File: config.mk
export PLATFORM = sky130hd
export DESIGN_NAME = spiRegTarget
export DESIGN_NICKNAME = d
export VERILOG_FILES = /design/src/rtl/spiRegPkg.sv /design/src/rtl/spiRegCtrl.sv /design/src/rtl/spiRegDatapath.sv /design/src/rtl/spiRegTarget.sv
export SDC_FILE = /design/constraint.sdc
export NUM_CORES = 1
export LEC_CHECK = 0
export BUFFER_PORTS_ARGS = -buffer_cell sky130_fd_sc_hd__buf_2
export CORE_MARGIN = 2
export CORE_UTILIZATION = 65
export CTS_CLUSTER_DIAMETER = 200
export DETAILED_ROUTE_END_ITERATION = 6
export PLACE_DENSITY = 0.81
export SLEW_MARGIN = 30
export SYNTH_ARGS = -nofsm -noshare
export SYNTH_HDL_FRONTEND = slang
export SYNTH_SLANG_ARGS = --single-unit
export TNS_END_PERCENT = 100
File: constraint.sdc
create_clock -name clk -period 5.4 [get_ports clk]
set_input_delay 0.81 -clock clk [delete_from_list [all_inputs] [get_ports clk]]
set_output_delay 0.81 -clock clk [all_outputs]
set_load 0.02 [all_outputs]
File: src/rtl/spiRegPkg.sv
package spiRegPkg;
  // Strobes issued by the control path to the datapath each clk cycle
  typedef struct packed {
    logic sampleBit;  // capture one data-in bit
    logic shiftOut;   // present the next data-out bit
    logic wrEn;       // store the completed byte
    logic loadTx;     // prefetch a register into the transmit shifter
    logic clearAll;   // select is high: drop partial state
  } spiStrobes_t;
endpackage

File: src/rtl/spiRegCtrl.sv
module spiRegCtrl
  import spiRegPkg::*;
#(
  parameter int ADDR_W = 6,
  parameter int DATA_W = 8
) (
  input  logic              clk,
  input  logic              rstN,
  input  logic              ssActive,
  input  logic              sckRise,
  input  logic              sckFall,
  input  logic [DATA_W-1:0] rxNext,
  output spiStrobes_t       strobes,
  output logic [ADDR_W-1:0] wrAddr,
  output logic [ADDR_W-1:0] rdAddr
);
  localparam int CNT_W = $clog2(DATA_W);
  localparam int DIR_BIT = DATA_W - 1;
  localparam int INC_BIT = DATA_W - 2;

  logic [CNT_W-1:0]  bitCnt;
  logic              inData;
  logic              isWrite;
  logic              isInc;
  logic [ADDR_W-1:0] curAddr;
  logic              lastBit;
  logic              byteDone;
  logic [ADDR_W-1:0] stepAddr;

  assign lastBit  = (bitCnt == CNT_W'(DATA_W - 1));
  assign byteDone = sckRise && lastBit;
  assign stepAddr = isInc ? curAddr + ADDR_W'(1) : curAddr;

  always_ff @(posedge clk or negedge rstN) begin
    if (!rstN) begin
      bitCnt  <= '0;
      inData  <= 1'b0;
      isWrite <= 1'b0;
      isInc   <= 1'b0;
      curAddr <= '0;
    end else if (!ssActive) begin
      bitCnt <= '0;
      inData <= 1'b0;
    end else if (sckRise) begin
      bitCnt <= lastBit ? '0 : bitCnt + CNT_W'(1);
      if (lastBit) begin
        if (!inData) begin
          inData  <= 1'b1;
          isWrite <= rxNext[DIR_BIT];
          isInc   <= rxNext[INC_BIT];
          curAddr <= rxNext[ADDR_W-1:0];
        end else begin
          curAddr <= stepAddr;
        end
      end
    end
  end

  always_comb begin
    strobes.sampleBit = sckRise;
    strobes.shiftOut  = sckFall;
    strobes.wrEn      = byteDone && inData && isWrite;
    strobes.loadTx    = byteDone && (inData ? !isWrite : !rxNext[DIR_BIT]);
    strobes.clearAll  = !ssActive;
    wrAddr            = curAddr;
    rdAddr            = inData ? stepAddr : rxNext[ADDR_W-1:0];
  end

  // stepping past the top address returns to zero
  p_addr_wrap_r4: assert property (@(posedge clk) disable iff (!rstN)
    (byteDone && inData && isInc && curAddr == '1) |=> (curAddr == '0));

  // with stepping off the address never moves inside a burst
  p_addr_hold_r5: assert property (@(posedge clk) disable iff (!rstN)
    (byteDone && inData && !isInc) |=> $stable(curAddr));

  // an idle select leaves no partial bit count behind
  p_bitcnt_clear_r6: assert property (@(posedge clk) disable iff (!rstN)
    !ssActive |=> (bitCnt == '0 && !inData));
endmodule

File: src/rtl/spiRegDatapath.sv
module spiRegDatapath
  import spiRegPkg::*;
#(
  parameter int ADDR_W      = 6,
  parameter int DATA_W      = 8,
  parameter int STATUS_ADDR = 32
) (
  input  logic              clk,
  input  logic              rstN,
  input  spiStrobes_t       strobes,
  input  logic              mosiBit,
  input  logic [ADDR_W-1:0] wrAddr,
  input  logic [ADDR_W-1:0] rdAddr,
  input  logic              eventIn,
  output logic [DATA_W-1:0] rxNext,
  output logic              misoBit,
  output logic              irq
);
  localparam int NUM_REGS = 1 << ADDR_W;
  localparam logic [ADDR_W-1:0] STAT = ADDR_W'(STATUS_ADDR);

  logic [DATA_W-1:0] rxShift;
  logic [DATA_W-1:0] txShift;
  logic [DATA_W-1:0] regBank [NUM_REGS];
  logic [DATA_W-1:0] rdData;
  logic              misoReg;
  logic              irqFlag;
  logic              statusClr;

  assign rxNext    = {rxShift[DATA_W-2:0], mosiBit};
  assign statusClr = strobes.wrEn && (wrAddr == STAT) && rxNext[0];
  assign rdData    = (rdAddr == STAT) ? {{(DATA_W-1){1'b0}}, irqFlag}
                                      : regBank[rdAddr];
  assign misoBit   = misoReg;
  assign irq       = irqFlag;

  always_ff @(posedge clk or negedge rstN) begin
    if (!rstN)                 rxShift <= '0;
    else if (strobes.clearAll) rxShift <= '0;
    else if (strobes.sampleBit) rxShift <= rxNext;
  end

  always_ff @(posedge clk or negedge rstN) begin
    if (!rstN) begin
      for (int i = 0; i < NUM_REGS; i++) regBank[i] <= '0;
    end else if (strobes.wrEn && wrAddr != STAT) begin
      regBank[wrAddr] <= rxNext;
    end
  end

  always_ff @(posedge clk or negedge rstN) begin
    if (!rstN) begin
      txShift <= '0;
      misoReg <= 1'b0;
    end else if (strobes.clearAll) begin
      txShift <= '0;
      misoReg <= 1'b0;
    end else if (strobes.loadTx) begin
      txShift <= rdData;
    end else if (strobes.shiftOut) begin
      misoReg <= txShift[DATA_W-1];
      txShift <= {txShift[DATA_W-2:0], 1'b0};
    end
  end

  always_ff @(posedge clk or negedge rstN) begin
    if (!rstN)          irqFlag <= 1'b0;
    else if (eventIn)   irqFlag <= 1'b1;
    else if (statusClr) irqFlag <= 1'b0;
  end

  // a completed write byte lands in the addressed register
  p_write_store_r2: assert property (@(posedge clk) disable iff (!rstN)
    (strobes.wrEn && wrAddr != STAT) |=> (regBank[$past(wrAddr)] == $past(rxNext)));

  // an event always leaves the flag set
  p_irq_set_r8: assert property (@(posedge clk) disable iff (!rstN)
    eventIn |=> irq);

  // without a clearing write the flag is sticky
  p_irq_hold_r8: assert property (@(posedge clk) disable iff (!rstN)
    (irq && !(strobes.wrEn && wrAddr == STAT)) |=> irq);

  // a clearing write with no event drops the flag
  p_irq_clear_r9: assert property (@(posedge clk) disable iff (!rstN)
    (strobes.wrEn && wrAddr == STAT && rxNext[0] && !eventIn) |=> !irq);
endmodule

File: src/rtl/spiRegTarget.sv
module spiRegTarget
  import spiRegPkg::*;
#(
  parameter int ADDR_W      = 6,
  parameter int DATA_W      = 8,
  parameter int STATUS_ADDR = 32,
  parameter int SYNC_STAGES = 2
) (
  input  logic clk,
  input  logic rstN,
  input  logic sck,
  input  logic mosi,
  input  logic ssN,
  input  logic eventIn,
  output logic miso,
  output logic irq
);
  logic [SYNC_STAGES-1:0] sckPipe;
  logic [SYNC_STAGES-1:0] mosiPipe;
  logic [SYNC_STAGES-1:0] ssPipe;
  logic                   sckPrev;
  logic                   sckS;
  logic                   mosiS;
  logic                   ssActive;
  logic                   sckRise;
  logic                   sckFall;

  spiStrobes_t       strobes;
  logic [DATA_W-1:0] rxNext;
  logic [ADDR_W-1:0] wrAddr;
  logic [ADDR_W-1:0] rdAddr;

  generate
    if (SYNC_STAGES == 1) begin : g_sync1
      always_ff @(posedge clk or negedge rstN) begin
        if (!rstN) begin
          sckPipe <= '0; mosiPipe <= '0; ssPipe <= '1;
        end else begin
          sckPipe <= sck; mosiPipe <= mosi; ssPipe <= ssN;
        end
      end
    end else begin : g_syncN
      always_ff @(posedge clk or negedge rstN) begin
        if (!rstN) begin
          sckPipe <= '0; mosiPipe <= '0; ssPipe <= '1;
        end else begin
          sckPipe  <= {sckPipe[SYNC_STAGES-2:0], sck};
          mosiPipe <= {mosiPipe[SYNC_STAGES-2:0], mosi};
          ssPipe   <= {ssPipe[SYNC_STAGES-2:0], ssN};
        end
      end
    end
  endgenerate

  always_ff @(posedge clk or negedge rstN) begin
    if (!rstN) sckPrev <= 1'b0;
    else       sckPrev <= sckS;
  end

  assign sckS     = sckPipe[SYNC_STAGES-1];
  assign mosiS    = mosiPipe[SYNC_STAGES-1];
  assign ssActive = !ssPipe[SYNC_STAGES-1];
  assign sckRise  = ssActive && sckS && !sckPrev;
  assign sckFall  = ssActive && !sckS && sckPrev;

  spiRegCtrl #(.ADDR_W(ADDR_W), .DATA_W(DATA_W)) ctrl_i (
    .clk(clk), .rstN(rstN), .ssActive(ssActive), .sckRise(sckRise),
    .sckFall(sckFall), .rxNext(rxNext), .strobes(strobes),
    .wrAddr(wrAddr), .rdAddr(rdAddr)
  );

  spiRegDatapath #(.ADDR_W(ADDR_W), .DATA_W(DATA_W), .STATUS_ADDR(STATUS_ADDR)) dp_i (
    .clk(clk), .rstN(rstN), .strobes(strobes), .mosiBit(mosiS),
    .wrAddr(wrAddr), .rdAddr(rdAddr), .eventIn(eventIn),
    .rxNext(rxNext), .misoBit(miso), .irq(irq)
  );

  // data-out drops low once select is seen high
  p_miso_idle_r7: assert property (@(posedge clk) disable iff (!rstN)
    !ssActive |=> !miso);
endmodule

# Word-level counts from Yosys, hierarchy flattened
# Cells that the tools add are included.
# word_totals
ff_bits	548
latch_bits	0
mem_bits_rw	0
romBits	0
output_inout_bits	2
elab_cells	143
mem_count	0
# classes
addsub	2
multipliers	0
div_mod_pow	0
n_lt_le_gt_ge	3
n_eq_ne	5
shift	0
mux	26
bitwise	4
n_reduce_logical	26
# op_table
operator	n
512-bit bitwise mux	1
8-bit two-way mux	7
8-bit binary-select mux with 6-bit select	1
8-bit demux with 6-bit select	1
7-bit >= comparator (second input constant)	2
7-bit two-way mux	2
6-bit NOT with 7-bit output	2
6-bit equality test (second input constant)	2
1-bit logical AND	12
6-bit two-way mux	2
1-bit two-way mux	9
3-bit two-way mux	3
2-bit nonzero test	4
7-bit by 1-bit less-than comparator with 1-bit output (second input constant)	1
6-bit by 1-bit adder with 6-bit output (second input constant)	1
6-bit inequality test (second input constant)	1
1-bit logical NOT	5
2-bit AND reduction	2
4-bit AND reduction	1
3-bit by 1-bit adder with 3-bit output (second input constant)	1
3-bit equality test (second input constant)	1
3-bit AND reduction	1
3-bit nonzero test	1
2-bit inequality test (second input constant)	1
1-bit NOT	2

# Depth between registers and ports, before layout
# depth
word_depth	10
mapped_depth	13

# Modules after synthesis
# From an unflattened synthesis, not the netlist that was laid out.
# unflattened
cells_unflattened	1689
area_unflattened_um2	25359.3
# by_module_without_submodules
module	instances	cells_per_inst	area_each_um2
spiRegDatapath	1	1595	24362.1
spiRegCtrl	1	84	800.8
spiRegTarget	1	10	196.4

# Worst setup path after synthesis
# No wires, ideal clock.
# synth_path
path_type	register to register
start	register ctrl_i.curAddr[1], in the netlist ctrl_i.wrAddr[1]
end	register dp_i.txShift[0]
setup_time_ns	0.120
t_arrival_ns	2.544
t_required_ns	5.280
slack_ns	2.736
path_stages_with_launch	12
period_less_slack_ns	2.664
cell_sequence	dfrtp_1 buf_2 inv_1 ha_1 mux2i_1 a21o_1 clkbuf_1 clkbuf_1 nand3_1 a32oi_1 nand3_1 a31o_1
# synth_between
elab_chain_len	10
elab_cells_between_ends	11
classes_between	add/sub: 1; eq/ne: 1; mux: 8; bitwise: 1
# synth_lines
element	line_no	rtl
from (decl)	spiRegCtrl.sv:25	logic [ADDR_W-1:0] curAddr;
from (signal assigned)	spiRegCtrl.sv:51	curAddr <= rxNext[ADDR_W-1:0];
from (signal assigned)	spiRegCtrl.sv:53	curAddr <= stepAddr;
6-bit by 1-bit adder with 6-bit output	spiRegCtrl.sv:32	assign stepAddr = isInc ? curAddr + ADDR_W'(1) : curAddr;
6-bit two-way mux *	spiRegCtrl.sv:32	
6-bit two-way mux *	spiRegCtrl.sv:66	rdAddr = inData ? stepAddr : rxNext[ADDR_W-1:0];
6-bit NOT with 7-bit output (implied by the code)	spiRegDatapath.sv:33	: regBank[rdAddr];
8-bit binary-select mux with 6-bit select	spiRegDatapath.sv:33	
8-bit two-way mux (implied by the code) (2 in a row)	spiRegDatapath.sv:33	
8-bit two-way mux *	spiRegDatapath.sv:32	assign rdData = (rdAddr == STAT) ? {{(DATA_W-1){1'b0}}, irqFlag}
8-bit two-way mux *	spiRegDatapath.sv:58	end else if (strobes.loadTx) begin
8-bit two-way mux *	spiRegDatapath.sv:55	end else if (strobes.clearAll) begin
to (signal assigned)	spiRegDatapath.sv:59	txShift <= rdData;
to (signal assigned)	spiRegDatapath.sv:62	txShift <= {txShift[DATA_W-2:0], 1'b0};
to (decl)	spiRegDatapath.sv:23	logic [DATA_W-1:0] txShift;
# Mark *: on every way between the ends. The rest lies on a longest branch, timed or not. The select of a mux whose other input is x is not followed.
# A chain may end at the register's enable or synchronous reset.

# Final worst setup path
# Same ends and word-level chain as after synthesis.

==> results_dict.tcl <==
set metrics [dict create \
    status "finished clean" \
    initial_core_util_pct 65.9 \
    synth_nets 2032 \
    worst_pin_slew_ns 1.05 \
    hold_ws_ns 0.113 \
    antenna_found_initial 1 \
    critPathKind "flop to flop" \
    root_buffer "clkbuf_16" \
    dp_slack_ns 1.19 \
    finalSetupViolCount 0 \
    synth_flop_cell "dfrtp_1" \
    antenna_left 0 \
    ys_types 80 \
    hold_viol 0 \
    seqPwrFrac_pct 50.7 \
    ios 8 \
    cts_tree "yes" \
    worstPathRequired_ns 5.94 \
    avgViaCountPerCell 6.75 \
    grt_pass1_vias 17700 \
    dp_hpwl_um 42300 \
    drtPass1Iterations 6 \
    rows 73 \
    p_int_mw 6.32 \
    clk_pin_slew_ns 0.06 \
    gr-total-overflow 0 \
    drc 0 \
    area_growth_pct 8.50 \
    layout_common_cells "mux2_2, dfrtp_1, nand2_1" \
    p_clk_share_pct 45.9 \
    swShare_pct 22.2 \
    dieArea_um2 42000 \
    die_h_um 205 \
    cts_resized 0 \
    final_common_cell "mux2_2" \
    critPathLaunchType "flop" \
    track_usage_pct 33.4 \
    worstHoldPathType "input pin to async pin" \
    finalCriticalPeriod_ns 4.39 \
    endpoint_kind "flop" \
    critPathMaxFanout 31 \
    clkLatencyLatePin_ns 0.60 \
    async_flop_share_pct 100 \
    fin_worst_skew_ns 0.0179 \
    fillers 2675 \
    first_iter_violations 1558 \
    fin_tns_setup_ns 0 \
    synth_edf_count 0 \
    synth.avg_cell_area_um2 13.0 \
    comb_power_share_pct 3.4 \
    nets 1985 \
    ctsHoldBuffers 0 \
    ys_warn_count 0 \
    cts_buffers 55 \
    post_cts_buffers 0 \
    die_w_um 205 \
    totalWireLength_um 67700 \
    max_slew_margin_pct 30.0 \
    syn-cell-area_um2 26200 \
    port_buffers 7 \
    ys_seq_elements 548 \
    seq_area_frac_synth_pct 52.3 \
    cts_max_path_buffers 3 \
    diodes 0 \
    report.final.slew_viol_count 0 \
    wl_per_cell_um 26.7 \
    core_um2 39800 \
    power_density_nw_per_um2 285 \
    h-tree-depth 2 \
    fin_util_pct 71.5 \
    rsz0062_at_grt "false" \
    cts_sinks 548 \
    setup_ws_ns 1.01 \
    drive_gt1_share_pct 40.5 \
    gp_congestion 0.931 \
    grt_max_degree 119 \
    vias 17200 \
    power.switching_mw 1.80 \
    synth_cells 2022 \
    cap_violations 0 \
    fmax_mhz 228 \
    grt_pass1_wl_um 106000 \
    timing.final.crit_share_pct 81.3 \
    ir_worst_vdd_mv 0.270 \
    power_leakage_nw 13.8 \
    crit_arrival_ns 4.93 \
]
-- flip-flops by register name (all words and copies together), names as in the netlist --
register,count
ctrl_i.bitCnt,3
mosiPipe,2
dp_i.regBank,512
ctrl_i.isInc,1
ctrl_i.isWrite,1
dp_i.irq,1
dp_i.txShift,8
ssPipe,2
sckPipe,2
ctrl_i.inData,1
dp_i.rxShift,7
dp_i.misoBit,1
sckPrev,1
ctrl_i.wrAddr,6
-- worst paths after layout --
kind,start,to,slack (ns),cells past startpoint
setup / recovery,ctrl_i.wrAddr[1],dp_i.txShift[0],1.01,9
hold / removal,rstN,dp_i.regBank[99],0.11,1
setup reg to reg,ctrl_i.wrAddr[1],dp_i.txShift[0],1.01,9
hold reg to reg,sckPipe[0],sckPipe[1],0.35,0
max in group asynchronous,rstN,dp_i.regBank[163],3.72,3
min in group clk,ssN,ssPipe[0],0.30,1
-- synth_stat cells, types with 7 or more instances --
cell type | n | area share, %
mux2_2 | 569 | 24
dfrtp_1 | 546 | 52
nand2_1 | 193 | 2.8
clkbuf_1 | 93 | 1.3
mux2i_1 | 57 | 2.2
nand3_1 | 54 | 1.0
a211oi_1 | 50 | 1.4
mux4_2 | 37 | 3.2
o21ai_0 | 34 | 0.65
o22ai_1 | 34 | 0.81
inv_1 | 27 | 0.39
buf_2 | 26 | 0.50
a21oi_1 | 25 | 0.48
and3_1 | 22 | 0.52
nor2_1 | 17 | 0.24
nand2_4 | 16 | 0.69
nor2_2 | 16 | 0.38
buf_6 | 14 | 0.60
a22oi_1 | 13 | 0.37
buf_1 | 10 | 0.14
o211ai_1 | 10 | 0.29
mux2_1 | 9 | 0.39
a311oi_1 | 8 | 0.27
nor2_4 | 8 | 0.34
a22o_1 | 7 | 0.23
-- power groups by stage --
stage | clock, mW | sequential (mW) | combinational [mW]
2_1_floorplan | 0 | 4.19 | 0.137
3_3_place_gp | 0 | 4.19 | 0.267
3_5_place_dp | 0 | 4.19 | 0.274
4_1_cts | 3.76 | 4.12 | 0.275
5_1_grt | 3.94 | 4.11 | 0.301
6_report | 3.73 | 4.12 | 0.276
-- worst max-delay path: stages, from the launching register on --
cell and delay [ns]:
dfrtp_1 0.67, inv_1 0.26, ha_1 0.34, mux2i_1 0.30
a21o_2 0.81, buf_12 0.31, mux2i_1 0.30, o22ai_1 0.18
a2111oi_0 0.92, a31o_1 0.24
-- metal layers --
metal	GRT usage (%)	up-vias	share of wire, %
li1	-	7265	-
met1	45.5	8952	41
met2	52.0	722	47
met3	6.57	215	7.3
met4	16.0	2	4.9
met5	0	-	0.015
-- area by class of cell --
type	count	area (um^2)	area share, %
clock buffer	89	1710	5.99
clock inverter	9	48.8	0.171
inverter	27	101	0.356
multi-input combinational	1295	11700	41.2
sequential	548	13700	48.2
tap	525	657	2.31
timing repair buffer	48	508	1.78
-- cells by family after synthesis --
group / share of synthesized area [%]
mux: 30.2
xor+xnor: 0.0954
fa+ha+maj: 0.191
flops: 52.3
compound gates: 6.19
simple gates: 7.80
buf+inv: 3.32
-- metrics by stage --
step                total power [mW]  instances  cell area, um^2
finish                          8.12       2541            28500
global route                    8.35       2541            28500
CTS                             8.15       2540            28400
detailed placement              4.46       2442            26700
global placement                4.46       2439            26600
floorplan                       4.33       2022            26200
Power figures use the tool's default switching activity.
